$ cat src/rtl/mem_bank_decoder.sv
module mem_bank_decoder #(
  parameter logic [7:0] ID_SEED  = 8'h55,
  parameter logic [7:0] PORT_PULL = 8'h17
) (
  input  logic        clk,
  input  logic        rst_n,
  input  logic [15:0] addr,
  input  logic        rd,
  input  logic        wr,
  input  logic [7:0]  wdata,
  input  logic [7:0]  vbus_byte,
  input  logic [3:0]  color_q,
  output logic        sel_ram,
  output logic        sel_basic,
  output logic        sel_krom,
  output logic        sel_chr,
  output logic        sel_color,
  output logic        sel_video,
  output logic        sel_sound,
  output logic        sel_tmr1,
  output logic        sel_tmr2,
  output logic        sel_exp,
  output logic [9:0]  dev_addr,
  output logic [7:0]  ram_wdata,
  output logic [3:0]  color_wdata,
  output logic        loc_valid,
  output logic [7:0]  loc_rdata,
  output logic        exp_trig
);

  logic [7:0] dir_q, dat_q, id_q;

  wire [7:0] pv       = ~dir_q | dat_q;
  wire       lo_any   = |pv[1:0];
  wire       basic_in = &pv[1:0];
  wire       krom_in  = pv[1];
  wire       io_in    = lo_any & pv[2];
  wire       chr_in   = lo_any & ~pv[2];

  wire [3:0] hi       = addr[15:12];
  wire [3:0] pg       = addr[11:8];
  wire       is_port  = (addr[15:1] == 15'd0);
  wire       io_hit   = (hi == 4'hD) & io_in;
  wire       exp_win  = (addr[15:4] == 12'hDF0);
  wire       id_tog   = rd & io_hit & (addr == 16'hDFFF);

  assign ram_wdata   = is_port ? vbus_byte : wdata;
  assign color_wdata = wdata[3:0];
  assign exp_trig    = wr & (addr == 16'hFF00);

  always_comb begin
    case (pg)
      4'h0, 4'h1, 4'h2, 4'h3: dev_addr = {4'd0, addr[5:0]};
      4'h4, 4'h5, 4'h6, 4'h7: dev_addr = {5'd0, addr[4:0]};
      4'h8, 4'h9, 4'hA, 4'hB: dev_addr = addr[9:0];
      default:                dev_addr = {6'd0, addr[3:0]};
    endcase
  end

  always_comb begin
    sel_ram = 1'b0; sel_basic = 1'b0; sel_krom = 1'b0; sel_chr = 1'b0;
    sel_color = 1'b0; sel_video = 1'b0; sel_sound = 1'b0;
    sel_tmr1 = 1'b0; sel_tmr2 = 1'b0; sel_exp = 1'b0;
    loc_valid = 1'b0; loc_rdata = 8'h00;
    if (wr) begin
      if (io_hit) begin
        case (pg)
          4'h0, 4'h1, 4'h2, 4'h3: sel_video = 1'b1;
          4'h4, 4'h5, 4'h6, 4'h7: sel_sound = 1'b1;
          4'h8, 4'h9, 4'hA, 4'hB: sel_color = 1'b1;
          4'hC:                   sel_tmr1  = 1'b1;
          4'hD:                   sel_tmr2  = 1'b1;
          default:                sel_exp   = exp_win;
        endcase
      end else begin
        sel_ram = 1'b1;
      end
    end else if (rd) begin
      if (is_port) begin
        loc_valid = 1'b1;
        loc_rdata = addr[0] ? ((dir_q & dat_q) | (~dir_q & PORT_PULL)) : dir_q;
      end else begin
        case (hi)
          4'hA, 4'hB: if (basic_in) sel_basic = 1'b1; else sel_ram = 1'b1;
          4'hE, 4'hF: if (krom_in) sel_krom = 1'b1; else sel_ram = 1'b1;
          4'hD: begin
            if (io_in) begin
              case (pg)
                4'h0, 4'h1, 4'h2, 4'h3: sel_video = 1'b1;
                4'h4, 4'h5, 4'h6, 4'h7: sel_sound = 1'b1;
                4'h8, 4'h9, 4'hA, 4'hB: begin
                  sel_color = 1'b1;
                  loc_valid = 1'b1;
                  loc_rdata = {vbus_byte[7:4], color_q};
                end
                4'hC: sel_tmr1 = 1'b1;
                4'hD: sel_tmr2 = 1'b1;
                default: begin
                  if (exp_win) begin
                    sel_exp = 1'b1;
                  end else if (addr < 16'hDFA0) begin
                    loc_valid = 1'b1;
                    loc_rdata = vbus_byte;
                  end else begin
                    loc_valid = 1'b1;
                    loc_rdata = (addr == 16'hDFFF) ? ~id_q : 8'h00;
                  end
                end
              endcase
            end else if (chr_in) begin
              sel_chr = 1'b1;
            end else begin
              sel_ram = 1'b1;
            end
          end
          default: sel_ram = 1'b1;
        endcase
      end
    end
  end

  always_ff @(posedge clk) begin
    if (!rst_n) begin
      dir_q <= 8'h00;
      dat_q <= 8'h00;
      id_q  <= ID_SEED;
    end else begin
      if (wr && is_port) begin
        if (addr[0]) dat_q <= wdata;
        else         dir_q <= wdata;
      end
      if (id_tog) id_q <= ~id_q;
    end
  end

  wire [9:0] sel_vec = {sel_ram, sel_basic, sel_krom, sel_chr, sel_color,
                        sel_video, sel_sound, sel_tmr1, sel_tmr2, sel_exp};

  a_r12_idle_quiet: assert property (@(posedge clk) disable iff (!rst_n)
    !(rd || wr) |-> (sel_vec == 10'd0 && !loc_valid && !exp_trig));
  a_r7_one_target: assert property (@(posedge clk) disable iff (!rst_n)
    $onehot0(sel_vec));
  a_r3_port_fill: assert property (@(posedge clk) disable iff (!rst_n)
    (wr && addr[15:1] == 15'd0) |-> (sel_ram && ram_wdata == vbus_byte));
  a_r11_trig_on_ram: assert property (@(posedge clk) disable iff (!rst_n)
    exp_trig |-> (wr && sel_ram));
  a_r2_dir_load: assert property (@(posedge clk) disable iff (!rst_n)
    (wr && addr == 16'h0000) |=> (dir_q == $past(wdata)));
  a_r10_id_flip: assert property (@(posedge clk) disable iff (!rst_n)
    id_tog |=> (id_q == ~$past(id_q)));

endmodule

$ cat config.mk
export PLATFORM = sky130hd
export DESIGN_NAME = mem_bank_decoder
export DESIGN_NICKNAME = d
export VERILOG_FILES = /design/src/rtl/mem_bank_decoder.sv
export SDC_FILE = /design/constraint.sdc
export NUM_CORES = 1
export LEC_CHECK = 0
export CORE_MARGIN = 8
export CORE_UTILIZATION = 40
export DETAILED_ROUTE_END_ITERATION = 10
export PLACE_DENSITY = 0.87
export SYNTH_ARGS = -nofsm -noshare
export SYNTH_HDL_FRONTEND = slang
export SYNTH_SLANG_ARGS = --single-unit
$ cat constraint.sdc
create_clock -name clk -period 3.83 [get_ports clk]
set_input_delay 0.9575 -clock clk [delete_from_list [all_inputs] [get_ports clk]]
set_output_delay 0.9575 -clock clk [all_outputs]
set_load 0.005 [all_outputs]
==> key figures, run 1 <==
Worst setup path
  • Flop-to-flop setup slack: 2140 ps
  • CP Capture Type: output pin
  • RR Endpoint: id_q[1]
  • Max FO, Critical Path: 6
  • Setup CP Type: in -> out
  • Worst reg2reg path depth: 6
  • Startpoint types: primary input
  • Arrival @ worst endpoint: 2870 ps
  • WP data required: 2870 ps
  • Worst R2R Start: dat_q[1]

Global routing
  • Vias in the first global route: 1939
  • Initial antenna violation count: 0
  • Largest net degree at the start of global routing: 41
  • Overflow after GRT: 0
  • Gr usage total: 0.186
  • Global-route wire length before repair: 9670 µm

STA
  • Final setup violating endpoints: 0
  • Final hold vios: 0
  • Fmax: 262 MHz
  • Slew Limit Fails: 0
  • Crit share post-route: 0.998
  • RSZ-0062 raised after global routing: true
  • Hold_ws: 451 ps
  • Worst-Margin Slew: 531 ps
  • Rel. slew slack: 0.645
  • Post-route minimum period: 3820 ps
  • Setup Skew: 1.03 ps

Yosys
  • Mean Syn Cell Area: 7.58 µm²
  • Mapped Cells: 221
  • Yosys top cell area share: 0.287
  • Cell variety after synth: 44
  • Ys Warns: 0
  • Cell Area, Synth: 1680 µm²
  • Top-count cell post-synth: nand2_1
  • Top cells by area, synth: dfxtp_1, nand2_1, nand3_1
  • Commonest cells post-synth: nand2_1, dfxtp_1, nand3_1, o21ai_0
  • Main synth FF type: dfxtp_1
  • Post-synth EDFFs: 0
  • Yosys reg bits: 24
  • Post-synthesis sequential area ratio: 0.287
  • Syn_nets: 261
  • Fraction of registers with async set/reset: 0
  • Synth area leader: dfxtp_1

Placed design
  • GP Congestion: 0.909
  • I/O Buffers: 81
  • Post-DP Area: 2680 µm²
  • HPWL Detailed: 5000 µm

CTS
  • CTS buffer count: 3
  • CTS tree: yes
  • Post-CTS Hold Buffers: 0
  • Clock root buffer master: clkbuf_8
  • Latest clock arrival within the worst-skew pair: 260 ps
  • H-tree levels: 1
  • Clock Path Buffers: 2
  • TritonCTS Sinks: 24
  • CTS clk-pin slew, worst paths: 80 ps

Floorplanning
  • Die W: 80.7 µm
  • Die height: 80.7 µm
  • Initial Utilization: 0.416
  • Area of the core: 4030 µm²
  • Die area: 6510 µm²
  • Site Rows: 23
  • Num ports: 82

Cells and area
  • Seq. cell area: 480 µm²
  • Fill cells: 339
  • Area growth syn-to-layout: 67.5%
  • Share of cells above drive strength 1: 0.213
  • Design area: 2810 µm²
  • Final net count: 360
  • Area of the multi-input gates: 1140 µm²
  • N_diodes: 0

Drt
  • Antenna-violating nets left: 0
  • DRT iter0 DRCs: 129
  • Via count: 1992
  • Vias per inst: 5.40
  • Pre-antenna DRT Iters: 4
  • WL per Instance: 17.2 µm
  • Final wirelength: 6340 µm
  • DRC errors left: 0

Min path
  • HP Class: reg -> reg
  • Hold Crit Depth: 2
  • Worst Hold End: dat_q[4]
  • Hold Crit Start: dat_q[4]

Status
  • Status: complete, no violations

Power
  • Maximum vdd drop: 0.194 mV
  • PwrDens: 217 nW/µm²
  • Leak Pwr: 1.19 nW

Flow run
  • Max-Cap Viols: 0
[sequential cells by signal (all words and copies together) (netlist names)]
signal,flops
dat_q,8
id_q,8
dir_q,8
[metrics by stage]
stage | setup TNS (ps) | std cells | setup WS [ps] | power, mW | utilization
3_5_place_dp | -6420 | 363 | -488 | 0.395 | 0.664
5_1_grt | -161 | 369 | -57.3 | 0.631 | 0.697
3_3_place_gp | -5770 | 363 | -432 | 0.394 | 0.664
4_1_cts | -289 | 368 | -66.8 | 0.612 | 0.685
2_1_floorplan | 0 | 221 | 499 | 0.298 | -
6_report | 0 | 369 | 6.85 | 0.609 | 0.697
[cell type report]
type / instances / area share
multi-input combinational: 174 / 0.406
inverter: 3 / 0.00401
sequential: 24 / 0.171
clock inverter: 1 / 0.0107
timing repair buffer: 114 / 0.371
clock buffer: 3 / 0.0147
tap: 50 / 0.0223
[cell usage in the layout, fill, tap and decap left out, types with 4 or more instances in the layout]
master	count
a21oi_1	6
a2bb2oi_1	4
and2_1	9
buf_4	33
clkbuf_2	6
clkdlybuf4s50_1	50
dfxtp_1	24
dlygate4sd2_1	10
dlymetal6s2s_1	11
mux2_2	8
nand2_1	28
nand2b_1	6
nand3_1	21
nor2_1	8
nor2b_1	4
o21ai_0	15
o21ai_1	13
xnor2_1	4
xor2_1	4
[where the power goes]
group / total (mW) / internal [mW] / switching, mW
registers: 0.249 / 0.249 / 0.000000850
clock network: 0.219 / 0.140 / 0.0794
logic: 0.140 / 0.0797 / 0.0607
[worst max path at each step]
stage,start,end,cells after the start
final,addr[13],sel_exp,7
after global routing,addr[13],sel_exp,7
after CTS,addr[13],ram_wdata[3],8
after detailed placement,addr[12],loc_rdata[6],8
after global placement,addr[14],loc_rdata[4],8
after floorplan,addr[13],loc_rdata[0],6
[cells by family (layout without fill, tap and decap cells)]
group / count (synthesis) / count (layout) / share of synthesized area
multiplexers: 9 / 9 / 0.0597
XOR/XNOR: 8 / 8 / 0.0418
AND/OR/NAND/NOR: 105 / 105 / 0.355
AO/OA/AOI/OAI: 52 / 52 / 0.187
buffers and inverters: 23 / 121 / 0.0702
flip-flops: 24 / 24 / 0.287
[repair_timing]
item                       in CTS  in global routing
setup endpoints to repair      28                 21
setup buffers                   1                  1
pin swaps                       9                  4
resized for setup              36                 29
[worst max-delay path, stage by stage]
cell             delay (ps)
dlygate4sd2_1           250
nand4b_4                210
nand3b_1                210
buf_4                   170
o21bai_1                260
nor3_1                  260
clkdlybuf4s50_1         540
[routing by layer]
metal | vias to the layer above | track usage | wire [µm]
met5 | - | 0 | 0
met4 | 0 | 0.0500 | 71
met3 | 6 | 0.0513 | 627
met2 | 92 | 0.322 | 2990
met1 | 913 | 0.219 | 2650
li1 | 981 | - | -
Power figures use the tool's default switching activity.
==> run 2, diff against run 1 <==
- CTS_BUF_LIST: unset -> sky130_fd_sc_hd__clkbuf_16
==> run 2 against run 1 <==
Net effect:
- combinational power barely moved
- sequential power about the same
- sequential share of layout area decreased by 0.25 points
- clock power increased by 35%
- fmax is 1.2% higher
==> key figures, run 2 (same netlist as run 1, synthesis figures left out) <==
Status
  • Status: complete, no violations

Worst setup path
  • Worst reg2reg path depth: 6 (unchanged)
  • CP max stage delay: 540 ps (about the same)
  • WP data required: 2870 ps (about the same)
  • CP Capture Type: output pin
  • Setup CP Type: in -> out
  • Max FO, Critical Path: 6 (unchanged)
  • Critical path depth: 7 (unchanged)
  • Flop-to-flop setup slack: 2120 ps (-20 ps)
  • Worst R2R Start: dat_q[1]
  • CP top delay family: buffers and inverters
  • Slowest stage cell on the critical path: clkdlybuf4s50_1
  • Startpoint types: primary input
  • Arrival @ worst endpoint: 2820 ps (-50 ps)
  • Crit path cell chain: dlygate4sd2_1, nand4b_4, nand3b_1, buf_4, o21bai_2, nor3_1, clkdlybuf4s50_1
  • CP Buf/Inv Count: 3 (unchanged)
  • RR Endpoint: id_q[7]

Floorplanning
  • Area of the core: 4030 µm² (unchanged)
  • Site Rows: 23 (unchanged)
  • Die height: 80.7 µm (unchanged)
  • Initial Utilization: 0.416 (unchanged)
  • Num ports: 82 (unchanged)
  • Die area: 6510 µm² (unchanged)
  • Die W: 80.7 µm (unchanged)

Min path
  • Hold Crit Start: dat_q[4]
  • Hold Crit Depth: 2 (unchanged)
  • Worst Hold End: dat_q[4]
  • HP Class: reg -> reg

Drt
  • DRC errors left: 0 (unchanged)
  • Antenna-violating nets left: 0 (unchanged)
  • Via count: 2019 (+1.4%)
  • DRT iter0 DRCs: 87 (-33%)
  • WL per Instance: 17.2 µm (+0.34%)
  • Final wirelength: 6370 µm (+0.62%)
  • Vias per inst: 5.46 (+1.1%)
  • Pre-antenna DRT Iters: 4 (unchanged)

Power
  • Maximum vdd drop: 0.230 mV (+18%)
  • PwrDens: 241 nW/µm² (+11%)
  • Leak Pwr: 1.22 nW (+2.4%)

Global routing
  • Overflow after GRT: 0 (unchanged)
  • Vias in the first global route: 1943 (+0.21%)
  • Global-route wire length before repair: 9660 µm (-0.13%)
  • Initial antenna violation count: 0 (unchanged)
  • Gr usage total: 0.186 (+0.000457)
  • Largest net degree at the start of global routing: 41 (unchanged)

Placed design
  • Post-DP Area: 2680 µm² (unchanged)
  • Dpl cells: 363 (unchanged)
  • HPWL Detailed: 5000 µm (unchanged)
  • GP Congestion: 0.909 (unchanged)
  • I/O Buffers: 81 (unchanged)

Cells and area
  • Area growth syn-to-layout: 70.0%
  • N_diodes: 0 (unchanged)
  • Design area: 2850 µm² (+1.5%)
  • Final Non-Filler Cells: 370 (+0.27%)
  • Area of the multi-input gates: 1140 µm² (+0.33%)
  • Commonest cells after routing, fill and taps aside: clkdlybuf4s50_1, buf_4, nand2_1
  • Seq. cell area: 480 µm² (unchanged)
  • Regs by FF count: dat_q (8), dir_q (8), id_q (8)
  • Share of cells above drive strength 1: 0.219 (+0.00558)
  • Leading cell type in the layout, fill and taps excluded: clkdlybuf4s50_1
  • Fill cells: 329 (-2.9%)
  • Final net count: 361 (+0.28%)

STA
  • Final setup violating endpoints: 0 (unchanged)
  • Fmax: 265 MHz (+1.2%)
  • Setup Skew: 1.69 ps (+0.662 ps)
  • Crit share post-route: 0.986 (-0.0118)
  • Worst-Margin Slew: 518 ps (-13.2 ps)
  • Rel. slew slack: 0.653 (+0.00883)
  • Hold_ws: 448 ps (-3.42 ps)
  • Final hold vios: 0 (unchanged)
  • Slew Limit Fails: 0 (unchanged)
  • Post-route minimum period: 3780 ps (-45.2 ps)

CTS
  • H-tree levels: 1 (unchanged)
  • Post-CTS Hold Buffers: 0 (unchanged)
  • Latest clock arrival within the worst-skew pair: 260 ps (about the same)
  • TritonCTS Sinks: 24 (unchanged)
  • Clock Path Buffers: 2 (unchanged)
  • CTS tree: yes
  • Clock root buffer master: clkbuf_16
  • CTS clk-pin slew, worst paths: 60 ps (-20 ps)
  • CTS buffer count: 3 (unchanged)

Flow run
  • Max-Cap Viols: 0 (unchanged)
run 2: area by class of cell:
class,count,area share
inverter,3,0.00395
tap,50,0.0220
multi-input combinational,174,0.401
clock buffer,3,0.0264
clock inverter,1,0.0105
timing repair buffer,115,0.367
sequential,24,0.169
run 2: layer usage:
| layer | track usage | vias up | routed length [µm] |
|---|---|---|---|
| met5 | 0 | - | 0 |
| met4 | 0.0607 | 0 | 110 |
| met3 | 0.0536 | 10 | 664 |
| met2 | 0.320 | 103 | 2990 |
| met1 | 0.217 | 918 | 2610 |
| li1 | - | 988 | - |
run 2: per-stage QoR:
stage / utilization / TNS [ps] / power (mW) / setup slack (ps)
2_1_floorplan: - / 0 / 0.298 / 499
3_3_place_gp: 0.664 / -5770 / 0.394 / -432
3_5_place_dp: 0.664 / -6420 / 0.395 / -488
4_1_cts: 0.692 / -289 / 0.689 / -66.8
5_1_grt: 0.707 / -8.84 / 0.711 / -7.18
6_report: 0.707 / 0 / 0.686 / 52.0
run 2: timing repair:
item | in CTS | in global routing
cloned | 0 | 0
setup endpoints to repair | 28 | 20
gates resized for setup | 36 | 31
pin swaps | 9 | 4
buffers inserted | 1 | 2
run 2: worst register-to-register path: cells and delay by family, from the launching register on:
family	cells	cell delay (ps)
XOR/XNOR	1	130
buffers and inverters	1	170
flip-flops	1	350
AND/OR/NAND/NOR	4	950
run 2: worst max path at each step:
stage / endpoint / slack (ps) / start
floorplan: loc_rdata[0] / 500 / addr[13]
global placement: loc_rdata[4] / -430 / addr[14]
detailed placement: loc_rdata[6] / -490 / addr[12]
CTS: ram_wdata[3] / -70 / addr[13]
global route: loc_rdata[3] / -7 / addr[0]
finish: sel_exp / 50 / addr[13]
run 2: power by group:
group	switching, mW	total, mW	internal [mW]	leakage (nW)
Sequential	0.000000855	0.250	0.250	0.193
Combinational	0.0610	0.141	0.0797	0.974
Clock	0.0883	0.296	0.208	0.0511
Total	0.149	0.686	0.537	1.22
==> run 3, diff against run 2 <==
- GPL_ROUTABILITY_DRIVEN: unset -> 0
==> results of run 3 <==
The final DEF is identical to that of run 2; final timing and power are the same.
